### config.mk
export PLATFORM = sky130hd
export DESIGN_NAME = usb_ep_halt_reg
export DESIGN_NICKNAME = d
export VERILOG_FILES = /design/src/rtl/usb_halt_pkg.sv /design/src/rtl/halt_hw_clear.sv /design/src/rtl/halt_wr_gate.sv /design/src/rtl/ep_halt_cell.sv /design/src/rtl/usb_ep_halt_reg.sv
export SDC_FILE = /design/constraint.sdc
export NUM_CORES = 1
export LEC_CHECK = 0
export BUFFER_PORTS_ARGS = -buffer_cell sky130_fd_sc_hd__buf_4
export CAP_MARGIN = 40
export CORE_MARGIN = 4
export CORE_UTILIZATION = 28
export DETAILED_ROUTE_END_ITERATION = 8
export GPL_TIMING_DRIVEN = 0
export HOLD_SLACK_MARGIN = 0.15
export PLACE_DENSITY = 0.83
export SLEW_MARGIN = 20
export SYNTH_ARGS = -nofsm -noshare
export SYNTH_HDL_FRONTEND = slang
export SYNTH_SLANG_ARGS = --single-unit
### constraint.sdc
create_clock -name clk -period 1.2 [get_ports clk]
set_input_delay 0 -clock clk [delete_from_list [all_inputs] [get_ports clk]]
set_output_delay 0 -clock clk [all_outputs]
set_load 0.005 [all_outputs]
### src/rtl/usb_halt_pkg.sv
package usb_halt_pkg;
  localparam int unsigned EP_COUNT_DFLT = 4;
  localparam int unsigned REG_W_DFLT    = 32;

  // Next-state controls for one stall flag.
  typedef struct packed {
    logic clr;   // hardware clear, dominant
    logic take;  // firmware write accepted for this bit
    logic val;   // value carried by the write
  } halt_ctl_t;
endpackage

### src/rtl/halt_hw_clear.sv
module halt_hw_clear #(
  parameter int unsigned NUM_EP = usb_halt_pkg::EP_COUNT_DFLT
) (
  input  logic              setup_rcvd,
  input  logic              autoclr_en,
  input  logic [NUM_EP-1:0] stall_sent,
  output logic [NUM_EP-1:0] hw_clr
);
  for (genvar i = 0; i < NUM_EP; i++) begin : g_clr
    if (i == 0) begin : g_ctrl_ep
      // The control endpoint also clears on a locally decoded SETUP.
      assign hw_clr[i] = setup_rcvd | (autoclr_en & stall_sent[i]);
    end else begin : g_data_ep
      assign hw_clr[i] = autoclr_en & stall_sent[i];
    end
  end
endmodule

### src/rtl/halt_wr_gate.sv
module halt_wr_gate #(
  parameter int unsigned NUM_EP = usb_halt_pkg::EP_COUNT_DFLT
) (
  input  logic              wr_en,
  input  logic [NUM_EP-1:0] wr_bits,
  input  logic              setup_pend,
  output logic [NUM_EP-1:0] wr_take,
  output logic [NUM_EP-1:0] wr_val
);
  assign wr_val = wr_bits;

  for (genvar i = 0; i < NUM_EP; i++) begin : g_gate
    if (i == 0) begin : g_ctrl_ep
      // Setting endpoint 0 is refused while a SETUP is pending.
      assign wr_take[i] = wr_en & ~(setup_pend & wr_bits[i]);
    end else begin : g_data_ep
      assign wr_take[i] = wr_en;
    end
  end
endmodule

### src/rtl/ep_halt_cell.sv
module ep_halt_cell
  import usb_halt_pkg::*;
(
  input  logic      clk,
  input  logic      rst_n,
  input  halt_ctl_t ctl,
  output logic      halt_q
);
  always_ff @(posedge clk or negedge rst_n) begin
    if (!rst_n)        halt_q <= 1'b0;
    else if (ctl.clr)  halt_q <= 1'b0;
    else if (ctl.take) halt_q <= ctl.val;
  end
endmodule

### src/rtl/usb_ep_halt_reg.sv
module usb_ep_halt_reg
  import usb_halt_pkg::*;
#(
  parameter int unsigned NUM_EP = EP_COUNT_DFLT,
  parameter int unsigned REG_W  = REG_W_DFLT
) (
  input  logic              clk,
  input  logic              rst_n,
  input  logic              wr_en,
  input  logic [REG_W-1:0]  wr_data,
  input  logic              setup_rcvd,
  input  logic              setup_pend,
  input  logic              autoclr_en,
  input  logic [NUM_EP-1:0] stall_sent,
  output logic [NUM_EP-1:0] halt_flags,
  output logic [REG_W-1:0]  rd_data
);
  localparam int unsigned PAD_W = REG_W - NUM_EP;

  logic [NUM_EP-1:0] hw_clr;
  logic [NUM_EP-1:0] wr_take;
  logic [NUM_EP-1:0] wr_val;
  logic              unused_rsvd;

  // Reserved write bits are dropped here.
  assign unused_rsvd = ^wr_data[REG_W-1:NUM_EP];

  halt_hw_clear #(.NUM_EP(NUM_EP)) i_hw_clear (
    .setup_rcvd (setup_rcvd),
    .autoclr_en (autoclr_en),
    .stall_sent (stall_sent),
    .hw_clr     (hw_clr)
  );

  halt_wr_gate #(.NUM_EP(NUM_EP)) i_wr_gate (
    .wr_en      (wr_en),
    .wr_bits    (wr_data[NUM_EP-1:0]),
    .setup_pend (setup_pend),
    .wr_take    (wr_take),
    .wr_val     (wr_val)
  );

  for (genvar i = 0; i < NUM_EP; i++) begin : g_ep
    halt_ctl_t ctl;
    assign ctl = '{clr: hw_clr[i], take: wr_take[i], val: wr_val[i]};
    ep_halt_cell i_cell (
      .clk    (clk),
      .rst_n  (rst_n),
      .ctl    (ctl),
      .halt_q (halt_flags[i])
    );
  end

  assign rd_data = {{PAD_W{1'b0}}, halt_flags};
endmodule

==> reports/results.tsv, run 1 <==
metric	value	unit
synth_seq_cells	4	
synth_area_leaders	buf_4, dfrtp_1, mux2i_1, a21oi_1, o2111a_1	
syn_inst	52	
clk-insertion-delay-late	0.25	ns
cpMostUsedCell	buf_4	
p_switching	0.163	mW
io_pins	78	
final_max_slew_viol_count	0	
drtPass1Iterations	3	
die_y	48.1	um
core-area	1510	sq um
combPwrFrac	0.433	
grt.total_usage	0.122	
wl	1460	um
cap_violations	0	
sequentialPowerShare	0.261	
path_class	flop to output pin	
yosysTopAreaCellShare	0.600	
grt_pass1_wl	1840	um
cts_buffer_depth	2	
yosysMostFrequentCell	buf_4	
synth_area_per_cell	8.66	sq um
port_buffers	21	
skew	0	ns
drive_above_1_share	0.513	
switching_share	0.273	
h-tree-depth	1	
fin_nets	161	
crit_fanout	3	
hold_viol_final	0	
synth_seq_area_share	0.222	
cts.clk_slew.worst_paths	0.05	ns
crit_path_end_kind	output pin	
largest-register	g_ep.i_cell.halt_q	
synth_enable_flop_cells	0	
ir_drop	0.303	mV
multiInputGateArea	178	sq um
fp.dieW	48.1	um
synth-main-ff-cell	dfrtp_1	
vias	448	
p_int	0.434	mW
crit_arrival	0.94	ns
fin_crit	0.937	ns
fin_crit_sh	0.781	
cts_resized	0	
antenna_found_initial	0	
row_count	14	
seqCellArea	100	sq um
final.setup.tns	0	ns
yosys_warnings	0	
initial_core_util	0.299	
die-area	2310	sq um
diodes	0	
crit_required	1.20	ns
slowest_stage	dfrtp_1	
largest_registers	g_ep.i_cell.halt_q: 4 flops	
p_per_area	670	nW/um^2
grt_max_degree	6	
area_delta_synth_final	98.1	%
syn_area	450	sq um
rsz0062_at_grt	false	
p_leak	0.551	nW
drtAntennaViolNets	0	
yosys.cell_types.count	10	
nFillCells	116	
synth.largest_area_cell	buf_4	
largest_reg_flops	4	
grt_pass1_vias	397	
synth_async_sr_flop_share	1.00	
cp_cell_sequence	buf_4, buf_4	
hp-class	input pin to flop	
synthTopCellsByCount	buf_4, dfrtp_1, a21oi_1, mux2i_1	
wl_per_cell	11.0	um
status	complete, no violations	
setup_viol	0	
viasPerCell	3.37	
setup.worst_path.start_class	flop	
p_total	0.597	mW
max_freq	1.07	GHz
clock_sinks	4	
pwr-share-clk	0.306	
remaining_drc_errors	0	
numCtsBuffers	3	
drt_iter0_drc	9	
place.gp.congestion	0.554	
grt_overflow	0	
tritoncts	done	
critPathMaxStageDelay	0.40	ns
cts-root-buf	clkbuf_4	
==> cells by family after synthesis <==
family                 share of synthesized area
AO/OA/AOI/OAI                             0.0583
other                                    0.00833
flip-flops                                 0.222
AND/OR/NAND/NOR                           0.0361
multiplexers                              0.0667
buffers and inverters                      0.608
==> cells in the final DEF, fill, tap and decap left out, drive strengths merged <==
cell / netlist / final
a21oi: 3 / 3
buf: 36 / 57
clkbuf: 0 / 3
conb: 1 / 28
dfrtp: 4 / 4
dlygate4sd3: 0 / 14
inv: 1 / 1
mux2i: 3 / 3
nand2: 1 / 1
nand2b: 1 / 1
nor2b: 1 / 1
o2111a: 1 / 1
==> power groups by stage <==
stage	Combinational, mW	Clock [mW]	Sequential (mW)
floorplan	0.135	0	0.155
global placement	0.206	0	0.156
detailed placement	0.210	0	0.158
CTS	0.247	0.178	0.156
global route	0.282	0.203	0.157
finish	0.259	0.183	0.156
==> area by class of cell <==
type | count | area share
Timing Repair Buffer | 35 | 0.334
Sequential cell | 4 | 0.112
Multi-Input combinational cell | 38 | 0.199
Inverter | 1 | 0.00421
Buffer | 36 | 0.303
Tap cell | 16 | 0.0224
Clock buffer | 3 | 0.0252
==> through the flow <==
step	worst slack, ns	cell area, sq um	instances	utilization	hold slack [ns]
after CTS	0.282	892	133	0.592	0.484
after global placement	0.465	729	116	0.484	-0.204
final	0.263	892	133	0.592	0.488
after global routing	0.243	892	133	0.592	0.491
after detailed placement	0.449	729	116	0.484	-0.203
after floorplan	0.482	552	79	-	-0.296
==> worst max-delay path, delay by kind of cell, from the launching register on <==
| kind | cells | cell delay [ns] |
|---|---|---|
| flip-flops | 1 | 0.40 |
| buffers and inverters | 2 | 0.28 |
==> worst paths after layout <==
check	startpoint	to	slack, ns	cells past startpoint
max in group asynchronous	rst_n	g_ep[2].i_cell.halt_q	0.35	3
hold / removal	stall_sent[3]	g_ep[3].i_cell.halt_q	0.49	3
setup reg to reg	g_ep[0].i_cell.halt_q	g_ep[0].i_cell.halt_q	0.43	1
hold reg to reg	g_ep[3].i_cell.halt_q	g_ep[3].i_cell.halt_q	0.61	2
setup / recovery	g_ep[0].i_cell.halt_q	rd_data[0]	0.26	2
min in group asynchronous	rst_n	g_ep[0].i_cell.halt_q	0.66	3
==> layer usage <==
| layer | vias up | global-route usage | routed length, um |
|---|---|---|---|
| met1 | 182 | 0.113 | 508 |
| met2 | 33 | 0.216 | 692 |
| met4 | 0 | 0.0645 | 14 |
| met5 | - | 0 | 0 |
| li1 | 231 | - | - |
| met3 | 2 | 0.0627 | 247 |
==> repair_timing <==
action | 4_1_cts | 5_1_grt
hold buffers | 14 | 0
buffers inserted | 0 | 0
hold endpoints to repair | 8 | 0
Power figures use the tool's default switching activity.
==> inputs of run 2 (changes only) <==
--- a/config.mk
+++ b/config.mk
@@ -8,11 +8,11 @@
 export BUFFER_PORTS_ARGS = -buffer_cell sky130_fd_sc_hd__buf_4
 export CAP_MARGIN = 40
 export CORE_MARGIN = 4
-export CORE_UTILIZATION = 28
+export CORE_UTILIZATION = 26
 export DETAILED_ROUTE_END_ITERATION = 8
 export GPL_TIMING_DRIVEN = 0
 export HOLD_SLACK_MARGIN = 0.15
-export PLACE_DENSITY = 0.83
+export PLACE_DENSITY = 0.78
 export SLEW_MARGIN = 20
 export SYNTH_ARGS = -nofsm -noshare
 export SYNTH_HDL_FRONTEND = slang
==> constraint.sdc (replaced) <==
create_clock -name clk -period 0.9 [get_ports clk]
set_input_delay 0 -clock clk [delete_from_list [all_inputs] [get_ports clk]]
set_output_delay 0 -clock clk [all_outputs]
set_load 0.005 [all_outputs]
==> reports/results.tsv, run 2 (same netlist as run 1, synthesis figures left out) <==
metric	value	unit	change
cpMostUsedCell	buf_4		
largest_registers	g_ep.i_cell.halt_q: 4 flops		
h-tree-depth	1		unchanged
final_max_slew_viol_count	0		unchanged
tritoncts	done		
fin_crit_sh	1.01		
crit_buf_inv	2		unchanged
design_area	917	sq um	+2.8%
numCtsBuffers	3		unchanged
violations	setup timing		
dpl.hpwl	876	um	
drtAntennaViolNets	0		unchanged
hp-class	input pin to flop		
remaining_drc_errors	0		unchanged
cts.clk_slew.worst_paths	0.04	ns	about the same
p_switching	0.207	mW	+27%
p_total	0.798	mW	+34%
drtPass1Iterations	3		unchanged
p_int	0.591	mW	+36%
nFillCells	118		+1.7%
rsz0062_at_grt	true		
crit_fanout	3		unchanged
clk-insertion-delay-late	0.24	ns	about the same
cp_cell_sequence	buf_4, buf_4		
cts-root-buf	clkbuf_4		
grt_pass1_vias	447		+13%
die-area	2460	sq um	+6.4%
grt_overflow	0		unchanged
area_delta_synth_final	104	%	
io_pins	78		unchanged
slowest_stage	dfrtp_1		
path_class	flop to output pin		
max_freq	1.10	GHz	
hold_viol_final	0		unchanged
setup_viol	1		+1
crit_arrival	0.91	ns	-0.03 ns
critPathMaxStageDelay	0.40	ns	about the same
viasPerCell	3.43		+1.9%
skew	0	ns	unchanged
diodes	0		unchanged
die_y	49.6	um	+3.1%
grt_max_degree	5		-1
cts_buffer_depth	2		unchanged
postPlaceCellArea	729	sq um	unchanged
largest_reg_flops	4		unchanged
fp.dieW	49.6	um	+3.1%
path_delay_family	flip-flops		
ir_drop	0.389	mV	+28%
utilization	0.582		-0.0104
fin_nets	160		-0.62%
switching_share	0.259		-0.0142
multiInputGateArea	178	sq um	unchanged
antenna_found_initial	0		unchanged
cap_violations	0		unchanged
vias	453		+1.1%
place.gp.congestion	0.669		+21%
sequentialPowerShare	0.264		+0.003
p_leak	0.561	nW	+1.8%
final_cell_mix	buf_4, conb_1, dlygate4sd3_1, buf_6, dfrtp_1		
wl	1410	um	-4.0%
worst_slack	-0.00672	ns	-0.270 ns
pwr-share-clk	0.284		-0.022
seqCellArea	100	sq um	unchanged
grt_pass1_wl	2120	um	+15%
status	finished, violations left		
cts_setup_buffers	0		unchanged
crit_required	0.90	ns	-0.30 ns
fin_crit	0.907	ns	
drive_above_1_share	0.509		-0.00420
clock_sinks	4		unchanged
wl_per_cell	10.6	um	-3.2%
setup.worst_path.start_class	flop		
hold_slack	0.206	ns	-0.282 ns
core-area	1580	sq um	+4.7%
drt_iter0_drc	4		-5
largest-register	g_ep.i_cell.halt_q		
port_buffers	21		unchanged
grt.total_usage	0.115		-0.00729
combPwrFrac	0.452		+0.019
crit_path_end_kind	output pin		
final_common_cell	buf_4		
initial_core_util	0.286		-0.0133
p_per_area	870	nW/um^2	+30%
row_count	14		unchanged
==> run 2: cell count changes in the layout (fill, tap and decap cells not counted) <==
cell            change
buf_4               -9
dlygate4sd3_1       -1
dlymetal6s4s_1      +1
buf_6               +8
==> run 2: cell type report <==
type,instances,share of cell area
timing repair buffer,35,0.344
buffer,35,0.303
multi-input combinational,38,0.194
sequential,4,0.109
clock buffer,3,0.0246
tap,16,0.0218
inverter,1,0.00409
==> run 2: timing repair <==
item / CTS / global route
endpoints found under the hold margin: 8 / 0
gates resized for setup: 0 / 9
setup endpoints to repair: 0 / 10
hold buffers: 14 / 0
==> run 2: path summary, 6_finish.rpt <==
path	startpoint	to	slack [ns]	cells after the start
worst max-delay path	g_ep[1].i_cell.halt_q	rd_data[1]	-0.007	2
max in group asynchronous	rst_n	g_ep[2].i_cell.halt_q	0.04	3
worst max register to register	g_ep[0].i_cell.halt_q	g_ep[0].i_cell.halt_q	0.14	1
min in group asynchronous	rst_n	g_ep[0].i_cell.halt_q	0.67	3
worst min-delay path	wr_en	g_ep[0].i_cell.halt_q	0.21	3
worst min register to register	g_ep[0].i_cell.halt_q	g_ep[0].i_cell.halt_q	0.62	1
==> run 2: per-layer routing <==
metal  wire, um  vias up  GRT usage  part of all wire
met3        187        4     0.0512              0.13
li1           -      228          -                 -
met5          0        -          0                 0
met2        654       34      0.192              0.47
met1        543      187      0.128              0.39
met4         19        0     0.0415             0.014
==> run 2: stage by stage <==
| stage | std cells | TNS (ns) | worst slack (ns) |
|---|---|---|---|
| 4_1_cts | 133 | 0 | 0.00853 |
| 2_1_floorplan | 79 | 0 | 0.182 |
| 3_3_place_gp | 116 | 0 | 0.164 |
| 6_report | 132 | -0.00672 | -0.00672 |
| 5_1_grt | 132 | -0.113 | -0.0500 |
| 3_5_place_dp | 116 | 0 | 0.159 |
==> run 2: power by group through the flow <==
stage          clock, mW  combinational, mW  sequential, mW
3_3_place_gp           0              0.276           0.207
6_report           0.227              0.361           0.210
4_1_cts            0.230              0.328           0.207
2_1_floorplan          0              0.180           0.206
5_1_grt            0.248              0.392           0.213
3_5_place_dp           0              0.279           0.209
==> inputs of run 3 (changes only) <==
--- a/config.mk
+++ b/config.mk
@@ -8,11 +8,13 @@
 export BUFFER_PORTS_ARGS = -buffer_cell sky130_fd_sc_hd__buf_4
 export CAP_MARGIN = 40
 export CORE_MARGIN = 4
-export CORE_UTILIZATION = 26
+export CORE_UTILIZATION = 27
+export CTS_BUF_LIST = sky130_fd_sc_hd__clkbuf_2
+export CTS_CLUSTER_SIZE = 12
 export DETAILED_ROUTE_END_ITERATION = 8
 export GPL_TIMING_DRIVEN = 0
 export HOLD_SLACK_MARGIN = 0.15
-export PLACE_DENSITY = 0.78
+export PLACE_DENSITY = 0.8
 export SLEW_MARGIN = 20
 export SYNTH_ARGS = -nofsm -noshare
 export SYNTH_HDL_FRONTEND = slang
==> reports/results.tsv, run 3 (same netlist as run 1, synthesis figures left out) <==
metric	value	unit	change
status	complete, no violations		
crit_path_end_kind	output pin		
path_class	flop to output pin		
largest_reg_flops	4		unchanged
grt_pass1_vias	491		+9.8%
viasPerCell	3.40		-1.0%
postPlaceCellArea	729	sq um	unchanged
cts_resized	0		unchanged
fin_crit	0.861	ns	-0.0458 ns
remaining_drc_errors	0		unchanged
grt_max_degree	6		+1
largest-register	g_ep.i_cell.halt_q		
hold_viol_final	0		unchanged
cap_violations	0		unchanged
cts_setup_buffers	0		unchanged
max_freq	1.16	GHz	+5.3%
drt_iter0_drc	0		-4
die-area	2390	sq um	-3.1%
hold_start	wr_en		
reg2reg_slack	0.15	ns	about the same
grt.total_usage	0.115		+0.000434
r2r-start	g_ep[0].i_cell.halt_q		
wl	1260	um	-10%
crit_required	0.90	ns	about the same
post-place-cells	116		unchanged
row_count	14		unchanged
critPathMaxStageDelay	0.40	ns	about the same
fin_nets	159		-0.63%
port_buffers	21		unchanged
crit_arrival	0.86	ns	-0.05 ns
antenna_found_initial	0		unchanged
cts.clk_slew.worst_paths	0.04	ns	about the same
fin_crit_sh	0.957		-0.0509
utilization	0.561		-0.0209
crit_fanout	3		unchanged
design_area	865	sq um	-5.7%
drive_above_1_share	0.522		+0.0131
hold_end	g_ep[3].i_cell.halt_q		
rsz0062_at_grt	false		
rr_endpoint	g_ep[0].i_cell.halt_q		
r2r_cells	1		unchanged
drtAntennaViolNets	0		unchanged
p_per_area	806	nW/um^2	-7.4%
drtPass1Iterations	1		-2
numCtsBuffers	3		unchanged
clock_sinks	4		unchanged
wl_per_cell	9.60	um	-9.8%
die_y	48.8	um	-1.6%
ir_drop	0.290	mV	-26%
largest_registers	g_ep.i_cell.halt_q: 4 flops		
final_max_slew_viol_count	0		unchanged
fp.dieW	48.8	um	-1.6%
grt_overflow	0		unchanged
slowest_stage	dfrtp_1		
setup.worst_path.start_class	flop		
hp-class	input pin to flop		
final_common_cell	buf_4		
place.gp.congestion	0.694		+3.7%
io_pins	78		unchanged
hold_slack	0.168	ns	-0.0380 ns
nFillCells	134		+14%
startpoint	g_ep[2].i_cell.halt_q		
hold_depth	3		unchanged
setup_viol	0		-1
final_cell_count_no_fill	131		-0.76%
vias	445		-1.8%
diodes	0		unchanged
final.setup.tns	0	ns	+0.00672 ns
h-tree-depth	1		unchanged
core-area	1540	sq um	-2.2%
skew	0	ns	unchanged
area_delta_synth_final	91.9	%	
initial_core_util	0.292		+0.00649
final_cell_mix	buf_4, conb_1, dlygate4sd3_1, dfrtp_1		
clk-insertion-delay-late	0.20	ns	-0.04 ns
cts_buffer_depth	2		unchanged
p_leak	0.541	nW	-3.5%
tritoncts	done		
cts-root-buf	clkbuf_2		
grt_pass1_wl	2140	um	+0.99%
cpMostUsedCell	buf_4		
cp_cell_sequence	buf_4, buf_4		
[run 3: changes by cell type in the layout (fill, tap and decap cells not counted)]
cell and delta:
buf_6 -8, dlygate4sd3_1 -1, dlymetal6s4s_1 -1, clkbuf_4 -3, clkbuf_2 +3, buf_4 +9
[run 3: worst max-delay path by stage]
stage | slack (ns) | to | cells after the start
6_report | 0.04 | rd_data[2] | 2
5_1_grt | 0.006 | rd_data[2] | 2
4_1_cts | 0.02 | g_ep[2].i_cell.halt_q | 3
3_5_place_dp | 0.15 | g_ep[0].i_cell.halt_q | 1
3_3_place_gp | 0.17 | g_ep[0].i_cell.halt_q | 1
2_1_floorplan | 0.18 | g_ep[0].i_cell.halt_q | 1
[run 3: what timing repair did]
item / 4_1_cts / 5_1_grt
hold endpoints to repair: 8 / 4
hold buffers: 12 / 1
setup endpoints to repair: 0 / 4
[run 3: cell type report]
cell class	count	area, sq um	area share
well taps	16	20.0	0.0232
clock buffers	3	15.0	0.0174
multi-input cells	38	178	0.205
flip-flops and latches	4	100	0.116
inverters	1	3.75	0.00434
repair buffers	33	278	0.321
plain buffers	36	270	0.313
[run 3: worst max-delay path, delay by kind of cell (launching register included)]
family   cells  cell delay (ns)
flops        1             0.40
buf+inv      2             0.27
[run 3: per-stage QoR]
stage / power, mW / worst slack (ns)
global placement: 0.484 / 0.166
CTS: 0.699 / 0.0204
global route: 0.756 / 0.00642
detailed placement: 0.491 / 0.155
floorplan: 0.386 / 0.182
finish: 0.697 / 0.0390
[run 3: where the power goes]
group          switching, mW  total [mW]  internal [mW]
Combinational          0.107       0.335          0.227
Sequential            0.0123       0.208          0.195
Clock                 0.0649       0.155         0.0896
[run 3: layer usage]
layer	track usage	vias to the layer above	share of wire
met5	0	-	0
met4	0.0538	0	0.0032
met3	0.0673	2	0.15
met2	0.198	33	0.49
met1	0.108	184	0.35
li1	-	226	-
